### config.mk
export PLATFORM = sky130hd
export DESIGN_NAME = badd_dec_top
export DESIGN_NICKNAME = d
export VERILOG_FILES = /design/src/rtl/badd_dec_pkg.sv /design/src/rtl/badd_first_dec.sv /design/src/rtl/badd_follow_dec.sv /design/src/rtl/badd_ext_shift.sv /design/src/rtl/badd_dec_top.sv
export SDC_FILE = /design/constraint.sdc
export NUM_CORES = 1
export LEC_CHECK = 0
export BUFFER_PORTS_ARGS = -buffer_cell sky130_fd_sc_hd__clkbuf_2
export CORE_MARGIN = 3
export CORE_UTILIZATION = 50
export DETAILED_ROUTE_END_ITERATION = 10
export GPL_ROUTABILITY_DRIVEN = 1
export HOLD_SLACK_MARGIN = 0.12
export PLACE_DENSITY = 0.83
export SYNTH_ARGS = -nofsm -noshare
export SYNTH_HDL_FRONTEND = slang
export SYNTH_SLANG_ARGS = --single-unit
### constraint.sdc
create_clock -name clk -period 2.5 [get_ports clk]
set_input_delay 0.25 -clock clk [delete_from_list [all_inputs] [get_ports clk]]
set_output_delay 0.25 -clock clk [all_outputs]
set_load 0.01 [all_outputs]
### src/rtl/badd_dec_pkg.sv
package badd_dec_pkg;
  localparam int WORD_W  = 16;
  localparam int MAX_EXT = 2;
  localparam int EXT_W   = WORD_W * MAX_EXT;
  localparam int CNT_W   = $clog2(MAX_EXT + 1);
  localparam int REG_W   = 4;
  localparam int SRC_W   = 8;

  typedef enum logic [3:0] {
    MD_REG     = 4'd0,
    MD_IND     = 4'd1,
    MD_POSTINC = 4'd2,
    MD_POSTDEC = 4'd3,
    MD_PREINC  = 4'd4,
    MD_PREDEC  = 4'd5,
    MD_DISP16  = 4'd6,
    MD_DISP32  = 4'd7,
    MD_ABS8    = 4'd8,
    MD_ABS16   = 4'd9,
    MD_ABS32   = 4'd10
  } mode_t;

  typedef enum logic [2:0] {
    ST_FIRST, ST_AUTO, ST_R79, ST_X78, ST_EXT, ST_OPND
  } st_t;

  typedef struct packed {
    logic             bad;
    logic             done;
    st_t              nxt;
    logic             set_mode;
    mode_t            mode;
    logic             set_base;
    logic [REG_W-1:0] base;
    logic             set_src;
    logic             src_reg;
    logic [SRC_W-1:0] src;
    logic [CNT_W-1:0] ext_n;
    logic             need_opnd;
  } step_t;

  function automatic step_t f_idle_step();
    step_t s;
    s = '0;
    s.nxt = ST_FIRST;
    return s;
  endfunction

  // number of extension words implied by a destination mode
  function automatic logic [CNT_W-1:0] f_ext_words(mode_t m);
    case (m)
      MD_DISP16, MD_ABS16: return CNT_W'(1);
      MD_DISP32, MD_ABS32: return CNT_W'(2);
      default:             return CNT_W'(0);
    endcase
  endfunction

  // auto-modify mode from the low nibble of an immediate-source prefix
  function automatic mode_t f_auto_mode(logic [3:0] nib);
    case (nib)
      4'h4:    return MD_POSTINC;
      4'h6:    return MD_POSTDEC;
      4'h5:    return MD_PREINC;
      default: return MD_PREDEC;
    endcase
  endfunction

  // register-source mode nibble; bit 4 of result is the valid flag
  function automatic logic [4:0] f_r79_mode(logic [3:0] nib);
    case (nib)
      4'h8:    return {1'b1, MD_POSTINC};
      4'hA:    return {1'b1, MD_POSTDEC};
      4'h9:    return {1'b1, MD_PREINC};
      4'hB:    return {1'b1, MD_PREDEC};
      4'hC:    return {1'b1, MD_DISP16};
      4'hD:    return {1'b1, MD_DISP32};
      default: return {1'b0, MD_REG};
    endcase
  endfunction

  // final operand word: immediate or byte register
  function automatic step_t f_opnd_step(logic [WORD_W-1:0] w);
    step_t s;
    s = f_idle_step();
    if (w[15:12] == 4'h8) begin
      s.set_src = 1'b1;
      s.src_reg = 1'b0;
      s.src     = w[7:0];
      s.done    = 1'b1;
    end else if (w[15:8] == 8'h08) begin
      s.set_src = 1'b1;
      s.src_reg = 1'b1;
      s.src     = {4'h0, w[7:4]};
      s.done    = 1'b1;
    end else begin
      s.bad = 1'b1;
    end
    return s;
  endfunction
endpackage

### src/rtl/badd_first_dec.sv
module badd_first_dec
  import badd_dec_pkg::*;
(
  input  logic [WORD_W-1:0] word,
  output step_t             step,
  output logic [EXT_W-1:0]  ext_seed
);
  always_comb begin
    step          = f_idle_step();
    step.set_mode = 1'b1;
    step.set_base = 1'b1;
    step.mode     = MD_REG;
    step.base     = '0;
    ext_seed      = '0;
    if (word[15:8] == 8'h08) begin
      step.base    = word[3:0];
      step.set_src = 1'b1;
      step.src_reg = 1'b1;
      step.src     = {4'h0, word[7:4]};
      step.done    = 1'b1;
    end else if (word[15:12] == 4'h8) begin
      step.base    = word[11:8];
      step.set_src = 1'b1;
      step.src_reg = 1'b0;
      step.src     = word[7:0];
      step.done    = 1'b1;
    end else if (word[15:8] == 8'h7D) begin
      step.mode = MD_IND;
      step.base = word[7:4];
      step.nxt  = ST_OPND;
    end else if (word[15:4] == 12'h017 && word[3:0] inside {4'h4, 4'h5, 4'h6, 4'h7}) begin
      step.mode = f_auto_mode(word[3:0]);
      step.nxt  = ST_AUTO;
    end else if (word == 16'h0179) begin
      step.nxt = ST_R79;
    end else if (word[15:8] == 8'h78 && !word[7]) begin
      step.mode = MD_DISP32;
      step.base = {1'b0, word[6:4]};
      step.nxt  = ST_X78;
    end else if (word[15:8] == 8'h7F) begin
      step.mode = MD_ABS8;
      ext_seed  = EXT_W'(word[7:0]);
      step.nxt  = ST_OPND;
    end else if (word[15:4] == 12'h6A1) begin
      step.mode      = MD_ABS16;
      step.ext_n     = f_ext_words(MD_ABS16);
      step.need_opnd = 1'b1;
      step.nxt       = ST_EXT;
    end else if (word[15:4] == 12'h6A3) begin
      step.mode      = MD_ABS32;
      step.ext_n     = f_ext_words(MD_ABS32);
      step.need_opnd = 1'b1;
      step.nxt       = ST_EXT;
    end else begin
      step     = f_idle_step();
      step.bad = 1'b1;
    end
  end
endmodule

### src/rtl/badd_follow_dec.sv
module badd_follow_dec
  import badd_dec_pkg::*;
(
  input  st_t               state,
  input  mode_t             cur_mode,
  input  logic [WORD_W-1:0] word,
  output step_t             step
);
  logic [4:0] r79;

  always_comb begin
    r79  = f_r79_mode(word[15:12]);
    step = f_idle_step();
    case (state)
      ST_AUTO: begin
        if (word[15:8] == 8'h6C && word[3:0] == 4'h8) begin
          step.set_base = 1'b1;
          step.base     = word[7:4];
          step.nxt      = ST_OPND;
        end else if (word[15:8] == 8'h6E && word[3:0] == 4'h8 && cur_mode == MD_POSTINC) begin
          step.set_mode  = 1'b1;
          step.mode      = MD_DISP16;
          step.set_base  = 1'b1;
          step.base      = word[7:4];
          step.ext_n     = f_ext_words(MD_DISP16);
          step.need_opnd = 1'b1;
          step.nxt       = ST_EXT;
        end else begin
          step.bad = 1'b1;
        end
      end
      ST_R79: begin
        if (r79[4] && word[7:4] == 4'h1) begin
          step.set_mode = 1'b1;
          step.mode     = mode_t'(r79[3:0]);
          step.set_base = 1'b1;
          step.base     = {1'b0, word[10:8]};
          step.set_src  = 1'b1;
          step.src_reg  = 1'b1;
          step.src      = {4'h0, word[3:0]};
          step.ext_n    = f_ext_words(mode_t'(r79[3:0]));
          if (step.ext_n == '0) step.done = 1'b1;
          else                  step.nxt  = ST_EXT;
        end else begin
          step.bad = 1'b1;
        end
      end
      ST_X78: begin
        if (word == 16'h6A28) begin
          step.ext_n     = f_ext_words(MD_DISP32);
          step.need_opnd = 1'b1;
          step.nxt       = ST_EXT;
        end else begin
          step.bad = 1'b1;
        end
      end
      ST_OPND: step = f_opnd_step(word);
      default: step = f_idle_step();
    endcase
  end
endmodule

### src/rtl/badd_ext_shift.sv
module badd_ext_shift
  import badd_dec_pkg::*;
(
  input  logic              clk,
  input  logic              rst_n,
  input  logic              clear,
  input  logic [EXT_W-1:0]  clear_val,
  input  logic              load_en,
  input  logic [CNT_W-1:0]  load_n,
  input  logic              shift_en,
  input  logic [WORD_W-1:0] word,
  output logic [EXT_W-1:0]  ext,
  output logic              last
);
  logic [CNT_W-1:0] left;

  always_ff @(posedge clk) begin
    if (!rst_n) begin
      ext  <= '0;
      left <= '0;
    end else begin
      if (clear)   ext  <= clear_val;
      if (load_en) left <= load_n;
      if (shift_en) begin
        ext  <= {ext[EXT_W-WORD_W-1:0], word};
        left <= left - CNT_W'(1);
      end
    end
  end

  assign last = (left == CNT_W'(1));
endmodule

### src/rtl/badd_dec_top.sv
module badd_dec_top
  import badd_dec_pkg::*;
(
  input  logic              clk,
  input  logic              rst_n,
  input  logic              in_valid,
  input  logic [WORD_W-1:0] in_word,
  output logic              in_ready,
  output logic              out_valid,
  input  logic              out_ready,
  output logic [3:0]        dst_mode,
  output logic [REG_W-1:0]  base_reg,
  output logic              src_is_reg,
  output logic [SRC_W-1:0]  src_val,
  output logic [CNT_W-1:0]  ext_words,
  output logic [EXT_W-1:0]  ext_data,
  output logic              illegal
);
  st_t              state;
  mode_t            r_mode;
  logic             r_need_opnd;
  step_t            first_step, follow_step, step;
  logic [EXT_W-1:0] ext_seed;
  logic             ext_last;

  // named events for the checker
  logic word_acc, bad_acc, rec_finish, in_ext;

  assign in_ready = !out_valid;
  assign word_acc = in_valid && in_ready;
  assign in_ext   = (state == ST_EXT);
  assign step     = (state == ST_FIRST) ? first_step : follow_step;
  assign bad_acc  = word_acc && !in_ext && step.bad;
  assign rec_finish = word_acc && (in_ext ? (ext_last && !r_need_opnd) : (!step.bad && step.done));

  badd_first_dec u_first (
    .word     (in_word),
    .step     (first_step),
    .ext_seed (ext_seed)
  );

  badd_follow_dec u_follow (
    .state    (state),
    .cur_mode (r_mode),
    .word     (in_word),
    .step     (follow_step)
  );

  badd_ext_shift u_ext (
    .clk       (clk),
    .rst_n     (rst_n),
    .clear     (word_acc && state == ST_FIRST),
    .clear_val (ext_seed),
    .load_en   (word_acc && !in_ext && !step.bad && step.ext_n != '0),
    .load_n    (step.ext_n),
    .shift_en  (word_acc && in_ext),
    .word      (in_word),
    .ext       (ext_data),
    .last      (ext_last)
  );

  always_ff @(posedge clk) begin
    if (!rst_n) begin
      state       <= ST_FIRST;
      out_valid   <= 1'b0;
      illegal     <= 1'b0;
      r_mode      <= MD_REG;
      base_reg    <= '0;
      src_is_reg  <= 1'b0;
      src_val     <= '0;
      ext_words   <= '0;
      r_need_opnd <= 1'b0;
    end else begin
      illegal <= 1'b0;
      if (out_valid && out_ready) out_valid <= 1'b0;
      if (word_acc) begin
        if (in_ext) begin
          if (ext_last) begin
            if (r_need_opnd) state <= ST_OPND;
            else begin
              out_valid <= 1'b1;
              state     <= ST_FIRST;
            end
          end
        end else if (step.bad) begin
          illegal <= 1'b1;
          state   <= ST_FIRST;
        end else begin
          if (step.set_mode) r_mode   <= step.mode;
          if (step.set_base) base_reg <= step.base;
          if (step.set_src) begin
            src_is_reg <= step.src_reg;
            src_val    <= step.src;
          end
          if (state == ST_FIRST || step.ext_n != '0) begin
            ext_words   <= step.ext_n;
            r_need_opnd <= step.need_opnd;
          end
          if (step.done) begin
            out_valid <= 1'b1;
            state     <= ST_FIRST;
          end else begin
            state <= step.nxt;
          end
        end
      end
    end
  end

  assign dst_mode = r_mode;
endmodule

==> flow_metrics.env, run 1 <==
export IMPL_status="completed"
export IMPL_maxSlewHeadroom_pct=57.4
export IMPL_die_w_um=85.1
export IMPL_largest_reg_flops=32
export IMPL_top_regs="u_ext.ext: 32 flops, src_val: 8 flops"
export IMPL_syn2layout_area_growth_pct=28.1
export IMPL_required_ns=2.77
export IMPL_setup_viol=0
export IMPL_fin_nets=508
export IMPL_fin_ws_ns=0.243
export IMPL_yosys_area_top_type="dfxtp_1"
export IMPL_final_seq_area_mm2=0.00118
export IMPL_portBuffers=73
export IMPL_root_buffer="clkbuf_8"
export IMPL_synthAdderAreaFrac_pct=0.400
export IMPL_drive_above_1_share_pct=31.5
export IMPL_clockBufferDepth=2
export IMPL_fin_crit_ns=2.26
export IMPL_first_iter_violations=328
export IMPL_synth_area_mux_share_pct=0.639
export IMPL_cp_slowest_stage_delay_ns=0.44
export IMPL_multi_input_area_mm2=0.00180
export IMPL_rsz0062_at_grt="false"
export IMPL_cts_hold_buf=0
export IMPL_place_worst_setup_slack_ns=0.0671
export IMPL_yosysWarnings=0
export IMPL_maxCapViolations=0
export IMPL_cp_top_family="simple AND/OR/NAND/NOR gates"
export IMPL_cts_made_buffers=9
export IMPL_min_period_over_period_pct=90.3
export IMPL_postSynthAreaPerCell_um2=7.99
export IMPL_synth_top_family_by_area="simple AND/OR/NAND/NOR gates"
export IMPL_cts_tree="done"
export IMPL_finalPower_w=0.00231
export IMPL_seq_area_frac_synth_pct=37.7
export IMPL_worstSetupPathType="reg -> reg"
export IMPL_via_per_inst=6.25
export IMPL_min_path_type="in -> reg"
export IMPL_crit_chain="nor4b_4 > nand3_1 > or3b_1 > o221a_2 > and2_1 > a311o_1 > a21oi_1"
export IMPL_endpoint_kind="flip-flop"
export IMPL_antenna_found_initial=0
export IMPL_dr_pass1_iters=5
export IMPL_hold_violations=0
export IMPL_drt_total_wl_um=10400
export IMPL_syn_inst=392
export IMPL_grt_pass1_wl_um=16600
export IMPL_clock_fmax_mhz=443
export IMPL_leakagePower_nw=1.57
export IMPL_synthesis_area_mm2=0.00313
export IMPL_overflow=0
export IMPL_power_density_mw_per_mm2=577
export IMPL_drc=0
export IMPL_ys_ff_latch=59
export IMPL_cts_sinks=59
export IMPL_async_reset_ff_share_pct=0
export IMPL_gp_congestion=1.06
export IMPL_grt_max_degree=35
export IMPL_yosysMostFrequentCell="dfxtp_1"
export IMPL_arrival_ns=2.53
export IMPL_synth_xor_area_share_pct=0
export IMPL_ir_worst_vdd_uv=355
export IMPL_cp_slowest_cell="or3b_1"
export IMPL_diodes=0
export IMPL_synth_fp_nets=413
export IMPL_post_cts_buffers=0
export IMPL_synth_ff_type="dfxtp_1"
export IMPL_io_pins=74
export IMPL_synthSimpleGateAreaFrac_pct=33.3
export IMPL_maxSlewViolCount=0
export IMPL_core_area_mm2=0.00599
export IMPL_n_fill_cell=536
export IMPL_synthTopCellsByCount="dfxtp_1, nand3_1, nand2_1"
export IMPL_core_rowCount=28
export IMPL_tightest_slew_ns=0.631
export IMPL_dp_hpwl_um=7650
export IMPL_regMostFlops="u_ext.ext"
export IMPL_worstSkewPairLatency_ns=0.34
export IMPL_initial_core_util_pct=52.3
export IMPL_yosys_top_cells_area="dfxtp_1, nand3_1, a21oi_1"
export IMPL_dieArea_mm2=0.00725
export IMPL_yosysUniqueCellTypes=65
export IMPL_finClkSkew_ns=0.00901
export IMPL_synth_edff_count=0
export IMPL_yosysTopAreaCellShare_pct=37.7
export IMPL_routedWlPerCell_um=18.3
export IMPL_crit_fanout=9
export IMPL_htree_levels=3
export IMPL_critPathLaunchType="flip-flop"
export IMPL_fp_dieH_um=85.1
export IMPL_ctsResizeCount=0
export IMPL_vias=3545
export IMPL_cp_buffers_inverters=0
export IMPL_synth_compound_area_share_pct=22.8
export IMPL_fin_tns_setup_ns=0
export IMPL_clk_pin_slew_ns=0.07
export IMPL_antenna_left=0
export IMPL_grt_pass1_vias=3345
export IMPL_gr_usage_all_layers_pct=29.0
## cell families after synthesis
family	after synthesis
simple gates	183
flops	59
buf+inv	37
fa+ha+maj	1
mux	2
compound gates	110
## tightest hold or removal path: cells and delay by family
| family | cells | cell delay [ns] |
|---|---|---|
| AOI/OAI and AO/OA | 1 | 0.11 |
| buffers and inverters | 1 | 0.07 |
| and+or+nand+nor | 1 | 0.08 |
## cell type report
class | count | area share [%]
repair buffers | 115 | 17.0
flip-flops and latches | 59 | 29.5
inverters | 6 | 0.562
well taps | 75 | 2.34
clock inverters | 6 | 2.22
clock buffers | 10 | 3.43
multi-input cells | 296 | 45.0
## through the flow
stage               std cells  area, um2  utilization [%]  hold slack [ns]
floorplan                 392       3130                -            0.393
global placement          551       3770             63.0            0.439
detailed placement        551       3770             63.0            0.444
CTS                       567       4000             66.8            0.236
global route              567       4010             66.9            0.271
finish                    567       4010             66.9            0.242
## path summary, 6_finish.rpt
check,start,cells after the start,slack (ns),end
setup / recovery,state[0]$_SDFFE_PN0P_,7,0.24,r_need_opnd$_SDFFE_PN0P_
hold / removal,out_ready,3,0.24,out_valid$_SDFF_PN0_
setup reg to reg,state[0]$_SDFFE_PN0P_,7,0.24,r_need_opnd$_SDFFE_PN0P_
hold reg to reg,u_ext.ext[29]$_SDFFE_PN0P_,2,0.45,u_ext.ext[29]$_SDFFE_PN0P_
## layer usage
metal  vias up  GRT usage (%)  wire length [um]
met3        40           6.31               866
met2       191           45.0              4720
met1      1660           38.3              4380
met4         0           13.8               404
met5         -              0                 0
li1       1654              -                 -
## power by group
group | total (W) | internal (W) | switching [W]
Sequential | 0.000973 | 0.000957 | 0.0000166
Combinational | 0.000350 | 0.000124 | 0.000226
Clock | 0.000990 | 0.000588 | 0.000403
Total | 0.00231 | 0.00167 | 0.000646
## cells in the final DEF (no fill, tap or decap), types with 3 or more instances in the layout
cell	count
buf_4	42
clkbuf_8	10
nand3b_1	4
a222oi_1	3
o21ai_1	9
a221oi_1	7
o21ai_0	9
nor3_1	9
inv_1	6
nand2_1	42
dfxtp_1	58
a22oi_1	10
and2_1	4
a21oi_1	36
a31oi_1	13
or3_1	8
nand2b_1	7
or2_2	4
nor2b_1	4
nor2_1	21
clkbuf_2	73
nand4bb_1	3
nand3_1	46
a211oi_1	4
(Power assumes the default switching activity.)
==> inputs of run 2 (changes only) <==
--- a/config.mk
+++ b/config.mk
@@ -6,12 +6,14 @@
 export NUM_CORES = 1
 export LEC_CHECK = 0
 export BUFFER_PORTS_ARGS = -buffer_cell sky130_fd_sc_hd__clkbuf_2
+export CELL_PAD_IN_SITES_DETAIL_PLACEMENT = 2
+export CELL_PAD_IN_SITES_GLOBAL_PLACEMENT = 2
 export CORE_MARGIN = 3
-export CORE_UTILIZATION = 50
+export CORE_UTILIZATION = 31
 export DETAILED_ROUTE_END_ITERATION = 10
 export GPL_ROUTABILITY_DRIVEN = 1
 export HOLD_SLACK_MARGIN = 0.12
-export PLACE_DENSITY = 0.83
+export PLACE_DENSITY = 0.88
 export SYNTH_ARGS = -nofsm -noshare
 export SYNTH_HDL_FRONTEND = slang
 export SYNTH_SLANG_ARGS = --single-unit
==> run 2 against run 1 <==
  * The flow now finishes with violations (setup timing)
  * Largest power group is now registers
  * Sequential power about the same
  * Setup slack worse by 0.28 ns
  * Sequential share of layout area down 0.72 points
  * Routed wire length up 29%
  * Fmax down 11%
  * Core utilization down 25 points
  * Critical path type unchanged
  * Hold slack better by 0.0092 ns
  * First-iteration DRC count down 19%
  * Count of clock-buffer cells in the layout up 1
  * Largest cell class unchanged
  * Global-route usage down 5.2 points
  * Non-clock buffer count up 7
==> flow_metrics.env, run 2 (same netlist as run 1, synthesis figures left out) <==
export IMPL_dieArea_mm2=0.0113
export IMPL_portBuffers=73
export IMPL_die_w_um=106
export IMPL_routedWlPerCell_um=21.1
export IMPL_min_path_cells=3
export IMPL_min_path_type="in -> reg"
export IMPL_maxCapViolations=0
export IMPL_rrSetupSlack_ns=-0.04
export IMPL_cp_startpoint="state[1]$_SDFFE_PN0P_"
export IMPL_hold_start="in_word[8]"
export IMPL_violations="setup timing"
export IMPL_cts_tree="done"
export IMPL_clock_fmax_mhz=394
export IMPL_fin_ws_ns=-0.0404
export IMPL_core_rowCount=36
export IMPL_antenna_found_initial=0
export IMPL_overflow=0
export IMPL_crit_chain="nor2b_1 > nand3_1 > or3b_1 > o221a_2 > and2_1 > a311o_1 > a21oi_1"
export IMPL_r2r_cells=7
export IMPL_ir_worst_vdd_uv=187
export IMPL_tightest_slew_ns=0.615
export IMPL_cp_slowest_stage_delay_ns=0.56
export IMPL_top_layer_used="met4"
export IMPL_status="complete, but fails checks"
export IMPL_dp_cells=615
export IMPL_whs_ns=0.252
export IMPL_regMostFlops="u_ext.ext"
export IMPL_cts_made_buffers=9
export IMPL_via_per_inst=5.63
export IMPL_worstSkewPairLatency_ns=0.35
export IMPL_r2r_start="state[1]$_SDFFE_PN0P_"
export IMPL_gr_usage_all_layers_pct=23.8
export IMPL_fin_crit_ns=2.54
export IMPL_power_density_mw_per_mm2=545
export IMPL_drive_above_1_share_pct=32.1
export IMPL_grt_pass1_vias=3789
export IMPL_fp_dieH_um=106
export IMPL_gp_congestion=0.926
export IMPL_htree_levels=3
export IMPL_setup_viol=1
export IMPL_drt_total_wl_um=13300
export IMPL_drc=0
export IMPL_required_ns=2.77
export IMPL_instances_no_fill=632
export IMPL_antenna_left=0
export IMPL_final_common_cell="clkbuf_2"
export IMPL_critPathLaunchType="flip-flop"
export IMPL_clk_pin_slew_ns=0.07
export IMPL_place_worst_setup_slack_ns=-0.0503
export IMPL_dr_wl_met3_um=583
export IMPL_crit_fanout=7
export IMPL_worstSetupPathType="reg -> reg"
export IMPL_arrival_ns=2.81
export IMPL_vias=3556
export IMPL_hold_violations=0
export IMPL_endpoint_kind="flip-flop"
export IMPL_io_pins=74
export IMPL_cp_top_family="simple AND/OR/NAND/NOR gates"
export IMPL_dr_wl_met2_um=6740
export IMPL_r2r_end="r_need_opnd$_SDFFE_PN0P_"
export IMPL_finClkSkew_ns=0.00617
export IMPL_leakagePower_nw=1.61
export IMPL_maxSlewViolCount=0
export IMPL_cp_slowest_cell="dfxtp_1"
export IMPL_hold_end="u_ext.ext[8]$_SDFFE_PN0P_"
export IMPL_core_area_mm2=0.00977
export IMPL_dp_hpwl_um=9860
export IMPL_largest_reg_flops=32
export IMPL_top_regs="u_ext.ext: 32 flops, src_val: 8 flops"
export IMPL_diodes=0
export IMPL_cp_buffers_inverters=0
export IMPL_grt_max_degree=33
export IMPL_cts_sinks=59
export IMPL_first_iter_violations=266
export IMPL_maxSlewHeadroom_pct=58.4
export IMPL_syn2layout_area_growth_pct=31.3
export IMPL_final_cell_mix="clkbuf_2, dfxtp_1, buf_4, nand3_1, nand2_1"
export IMPL_fin_tns_setup_ns=-0.0404
export IMPL_grt_pass1_wl_um=21000
export IMPL_min_period_over_period_pct=102
export IMPL_wl_met1_um=5890
export IMPL_initial_core_util_pct=32.0
export IMPL_clockBufferDepth=2
export IMPL_fin_nets=515
export IMPL_root_buffer="clkbuf_8"
export IMPL_dr_pass1_iters=4
## run 2: per-stage QoR
stage,total power (W),utilization (%),instance area (um2)
floorplan,0.00120,-,3130
global placement,0.00135,39.8,3890
detailed placement,0.00136,39.8,3890
CTS,0.00226,41.8,4090
global route,0.00235,42.0,4110
finish,0.00224,42.0,4110
## run 2: power breakdown
part / switching, W / internal [W]
logic: 0.000248 / 0.000133
clock network: 0.000402 / 0.000482
registers: 0.0000180 / 0.000957
total: 0.000667 / 0.00157
## run 2: layer usage
| layer | GRT usage (%) | up-vias |
|---|---|---|
| met1 | 31.0 | 1789 |
| met3 | 3.95 | 12 |
| met2 | 40.9 | 91 |
| met4 | 6.21 | 0 |
| li1 | - | 1664 |
| met5 | 0 | - |
## run 2: tightest hold or removal path, stage by stage
cell and delay [ns]:
clkbuf_2 0.14, nand3_1 0.10, a21oi_1 0.06
## run 2: cell type report
class | count | area, um2
clock buffers | 11 | 141
clock inverters | 5 | 52.6
fillers | 1179 | 5670
inverters | 6 | 22.5
multi-input cells | 296 | 1810
flip-flops and latches | 59 | 1180
well taps | 133 | 166
repair buffers | 122 | 733
## run 2: what timing repair did
action                     CTS  global route
gates resized for setup      1             2
setup endpoints to repair    1             3
pin swaps                    0             1
setup buffers                0             1
hold buffers                 0             0
## run 2: worst max-delay path by stage
stage	slack (ns)	end	cells past startpoint
2_1_floorplan	0.27	src_is_reg$_SDFFE_PN0P_	10
3_3_place_gp	0.05	base_reg[0]$_SDFFE_PN0P_	11
3_5_place_dp	-0.05	base_reg[1]$_SDFFE_PN0P_	10
4_1_cts	0.04	r_need_opnd$_SDFFE_PN0P_	7
5_1_grt	-0.14	r_need_opnd$_SDFFE_PN0P_	7
6_report	-0.04	r_need_opnd$_SDFFE_PN0P_	7
==> inputs of run 3 (changes only) <==
--- a/config.mk
+++ b/config.mk
@@ -5,15 +5,16 @@
 export SDC_FILE = /design/constraint.sdc
 export NUM_CORES = 1
 export LEC_CHECK = 0
+export ABC_AREA = 1
 export BUFFER_PORTS_ARGS = -buffer_cell sky130_fd_sc_hd__clkbuf_2
 export CELL_PAD_IN_SITES_DETAIL_PLACEMENT = 2
 export CELL_PAD_IN_SITES_GLOBAL_PLACEMENT = 2
 export CORE_MARGIN = 3
-export CORE_UTILIZATION = 31
+export CORE_UTILIZATION = 29
 export DETAILED_ROUTE_END_ITERATION = 10
 export GPL_ROUTABILITY_DRIVEN = 1
 export HOLD_SLACK_MARGIN = 0.12
-export PLACE_DENSITY = 0.88
+export PLACE_DENSITY = 0.87
 export SYNTH_ARGS = -nofsm -noshare
 export SYNTH_HDL_FRONTEND = slang
 export SYNTH_SLANG_ARGS = --single-unit
==> run 3 against run 2 <==
  * Largest cell class unchanged
  * The run now ends clean
  * Clock skew is 0.00087 ns lower
  * Count of clock-buffer cells in the layout stayed put
  * Critical endpoint is now ext_words[0]$_SDFFE_PN0P_
  * Power is 16% higher
  * Setup slack better by 0.55 ns
  * Global-route usage is 1.6 points lower
  * Routed wire length is 14% higher
==> flow_metrics.env, run 3 <==
export IMPL_status="completed"
export IMPL_core_rowCount=40
export IMPL_top_layer_used="met4"
export IMPL_yosysTopAreaCellShare_pct=32.1
export IMPL_synthTopCellsByCount="nand2_1, nand3_1, nor2_1"
export IMPL_syn2layout_area_growth_pct=22.0
export IMPL_gp_congestion=0.915
export IMPL_worstSkewPairLatency_ns=0.34
export IMPL_antenna_found_initial=0
export IMPL_hold_end="u_ext.ext[6]$_SDFFE_PN0P_"
export IMPL_synthesis_area_mm2=0.00368
export IMPL_yosysUniqueCellTypes=38
export IMPL_endpoint_kind="flip-flop"
export IMPL_cts_tree="done"
export IMPL_synth_edff_count=0
export IMPL_synth_ff_type="dfxtp_1"
export IMPL_htree_levels=3
export IMPL_n_fill_cell=1537
export IMPL_tightest_slew_ns=0.579
export IMPL_io_pins=74
export IMPL_wl_met1_um=6630
export IMPL_hold_start="in_word[6]"
export IMPL_rsz0062_at_grt="false"
export IMPL_r2r_start="state[2]$_SDFFE_PN0P_"
export IMPL_yosys_area_top_type="dfxtp_1"
export IMPL_drive_above_1_share_pct=23.8
export IMPL_fp_dieH_um=119
export IMPL_min_path_type="in -> reg"
export IMPL_multi_input_area_mm2=0.00214
export IMPL_via_per_inst=5.19
export IMPL_crit_fanout=7
export IMPL_place_area_mm2=0.00420
export IMPL_grt_pass1_wl_um=24800
export IMPL_power_density_mw_per_mm2=578
export IMPL_min_period_over_period_pct=79.7
export IMPL_core_area_mm2=0.0122
export IMPL_async_reset_ff_share_pct=0
export IMPL_cts_hold_buf=0
export IMPL_clockBufferDepth=2
export IMPL_antenna_left=0
export IMPL_largest_reg_flops=32
export IMPL_seq_area_frac_synth_pct=32.1
export IMPL_required_ns=2.78
export IMPL_arrival_ns=2.27
export IMPL_cts_sinks=59
export IMPL_grt_max_degree=53
export IMPL_r2r_end="ext_words[0]$_SDFFE_PN0P_"
export IMPL_maxCapViolations=0
export IMPL_stdcell_area_mm2=0.00449
export IMPL_post_cts_buffers=0
export IMPL_final_util_pct=36.7
export IMPL_initial_core_util_pct=30.1
export IMPL_yosys_top_cells_area="dfxtp_1, nand2_1, nand3_1"
export IMPL_dieArea_mm2=0.0141
export IMPL_worstSetupPathType="reg -> reg"
export IMPL_root_buffer="clkbuf_16"
export IMPL_overflow=0
export IMPL_maxSlewHeadroom_pct=61.4
export IMPL_syn_inst=572
export IMPL_first_iter_violations=276
export IMPL_dr_wl_met3_um=597
export IMPL_drc=0
export IMPL_dp_cells=800
export IMPL_final_cell_mix="nand2_1, clkbuf_2, nand3_1, nor2_1, a21oi_1"
export IMPL_vias=4227
export IMPL_ys_ff_latch=59
export IMPL_fin_nets=664
export IMPL_leakagePower_nw=2.03
export IMPL_routedWlPerCell_um=18.7
export IMPL_final_common_cell="nand2_1"
export IMPL_critPathLaunchType="flip-flop"
export IMPL_ir_worst_vdd_uv=301
export IMPL_r2r_cells=11
export IMPL_fin_crit_ns=1.99
export IMPL_dr_wl_met2_um=7690
export IMPL_ctsResizeCount=0
export IMPL_die_w_um=119
export IMPL_yosysMostFrequentCell="nand2_1"
export IMPL_fin_tns_setup_ns=0
export IMPL_diodes=0
export IMPL_gr_usage_all_layers_pct=22.2
export IMPL_maxSlewViolCount=0
export IMPL_instances_no_fill=814
export IMPL_min_path_cells=3
export IMPL_postSynthAreaPerCell_um2=6.43
export IMPL_drt_total_wl_um=15200
export IMPL_finClkSkew_ns=0.00530
export IMPL_clk_pin_slew_ns=0.05
export IMPL_dr_pass1_iters=4
export IMPL_cts_made_buffers=9
export IMPL_synth_fp_nets=593
export IMPL_grt_pass1_vias=4614
export IMPL_dp_hpwl_um=11600
export IMPL_yosysWarnings=0
export IMPL_final_seq_area_mm2=0.00118
export IMPL_rrSetupSlack_ns=0.51
export IMPL_clock_fmax_mhz=502
export IMPL_portBuffers=73
export IMPL_hold_violations=0
export IMPL_setup_viol=0
export IMPL_regMostFlops="u_ext.ext"
export IMPL_top_regs="u_ext.ext: 32 flops, src_val: 8 flops"
==> run 3: changes by cell type in the layout (fill, tap and decap cells not counted), moves of 10 or more <==
cell and delta:
nor2_1 +42, a21oi_1 +27, inv_2 +17, inv_1 +40, a31oi_1 -12, a22oi_1 -10, nand2_2 +10, buf_4 -42
nand2_1 +92, nand3_1 +22
==> run 3: final cells by class <==
class                           instances  area share [%]
Tap cell                              168            4.68
Sequential cell                        59            26.3
Clock inverter                          3           0.892
Inverter                               66            5.61
Multi-Input combinational cell        427            47.8
Timing Repair Buffer                   80            9.31
Clock buffer                           11            5.41
==> run 3: worst max-delay path by stage <==
stage                          startpoint                         to  slack, ns  cells past startpoint
floorplan            out_valid$_SDFF_PN0_  u_ext.ext[2]$_SDFFE_PN0P_       0.90                      7
global placement              in_word[12]  ext_words[1]$_SDFFE_PN0P_       0.54                     14
detailed placement            in_word[12]  ext_words[0]$_SDFFE_PN0P_       0.44                     14
CTS                 state[1]$_SDFFE_PN0P_    src_val[2]$_SDFFE_PN0P_       0.50                     11
global route        state[2]$_SDFFE_PN0P_  ext_words[0]$_SDFFE_PN0P_       0.31                     12
finish              state[2]$_SDFFE_PN0P_  ext_words[0]$_SDFFE_PN0P_       0.51                     11
==> run 3: critical path, cell delays in order, from the launching register on <==
cell     delay [ns]
dfxtp_1        0.45
inv_2          0.11
nand3_1        0.15
buf_4          0.15
inv_2          0.07
nand2_1        0.12
o21ai_1        0.08
nor2_1         0.23
nand2_1        0.12
o21ai_1        0.23
nor2_1         0.10
nor2_1         0.12
==> run 3: layer usage <==
layer	track usage, %	vias to the layer above
li1	-	2029
met1	27.8	2084
met2	38.3	89
met3	3.78	25
met4	7.97	0
met5	0	-
==> run 3: power breakdown <==
group          switching, W  total [W]  leakage [nW]  internal, W
logic              0.000296   0.000405          1.41     0.000108
registers         0.0000148   0.000977         0.477     0.000963
clock network      0.000428    0.00121         0.141     0.000782
total              0.000739    0.00259          2.03      0.00185
==> run 3: cell families after synthesis <==
group / Yosys count / synth area share [%]
simple gates: 326 / 43.0
flops: 59 / 32.1
buf+inv: 86 / 9.66
compound gates: 100 / 14.8
fa+ha+maj: 1 / 0.340
==> run 3: through the flow <==
step	power [W]	hold slack, ns	setup WS [ns]
after floorplan	0.00126	0.410	0.902
after global placement	0.00138	0.448	0.536
after detailed placement	0.00140	0.460	0.438
after CTS	0.00263	0.217	0.498
after global routing	0.00272	0.248	0.313
final	0.00259	0.228	0.507
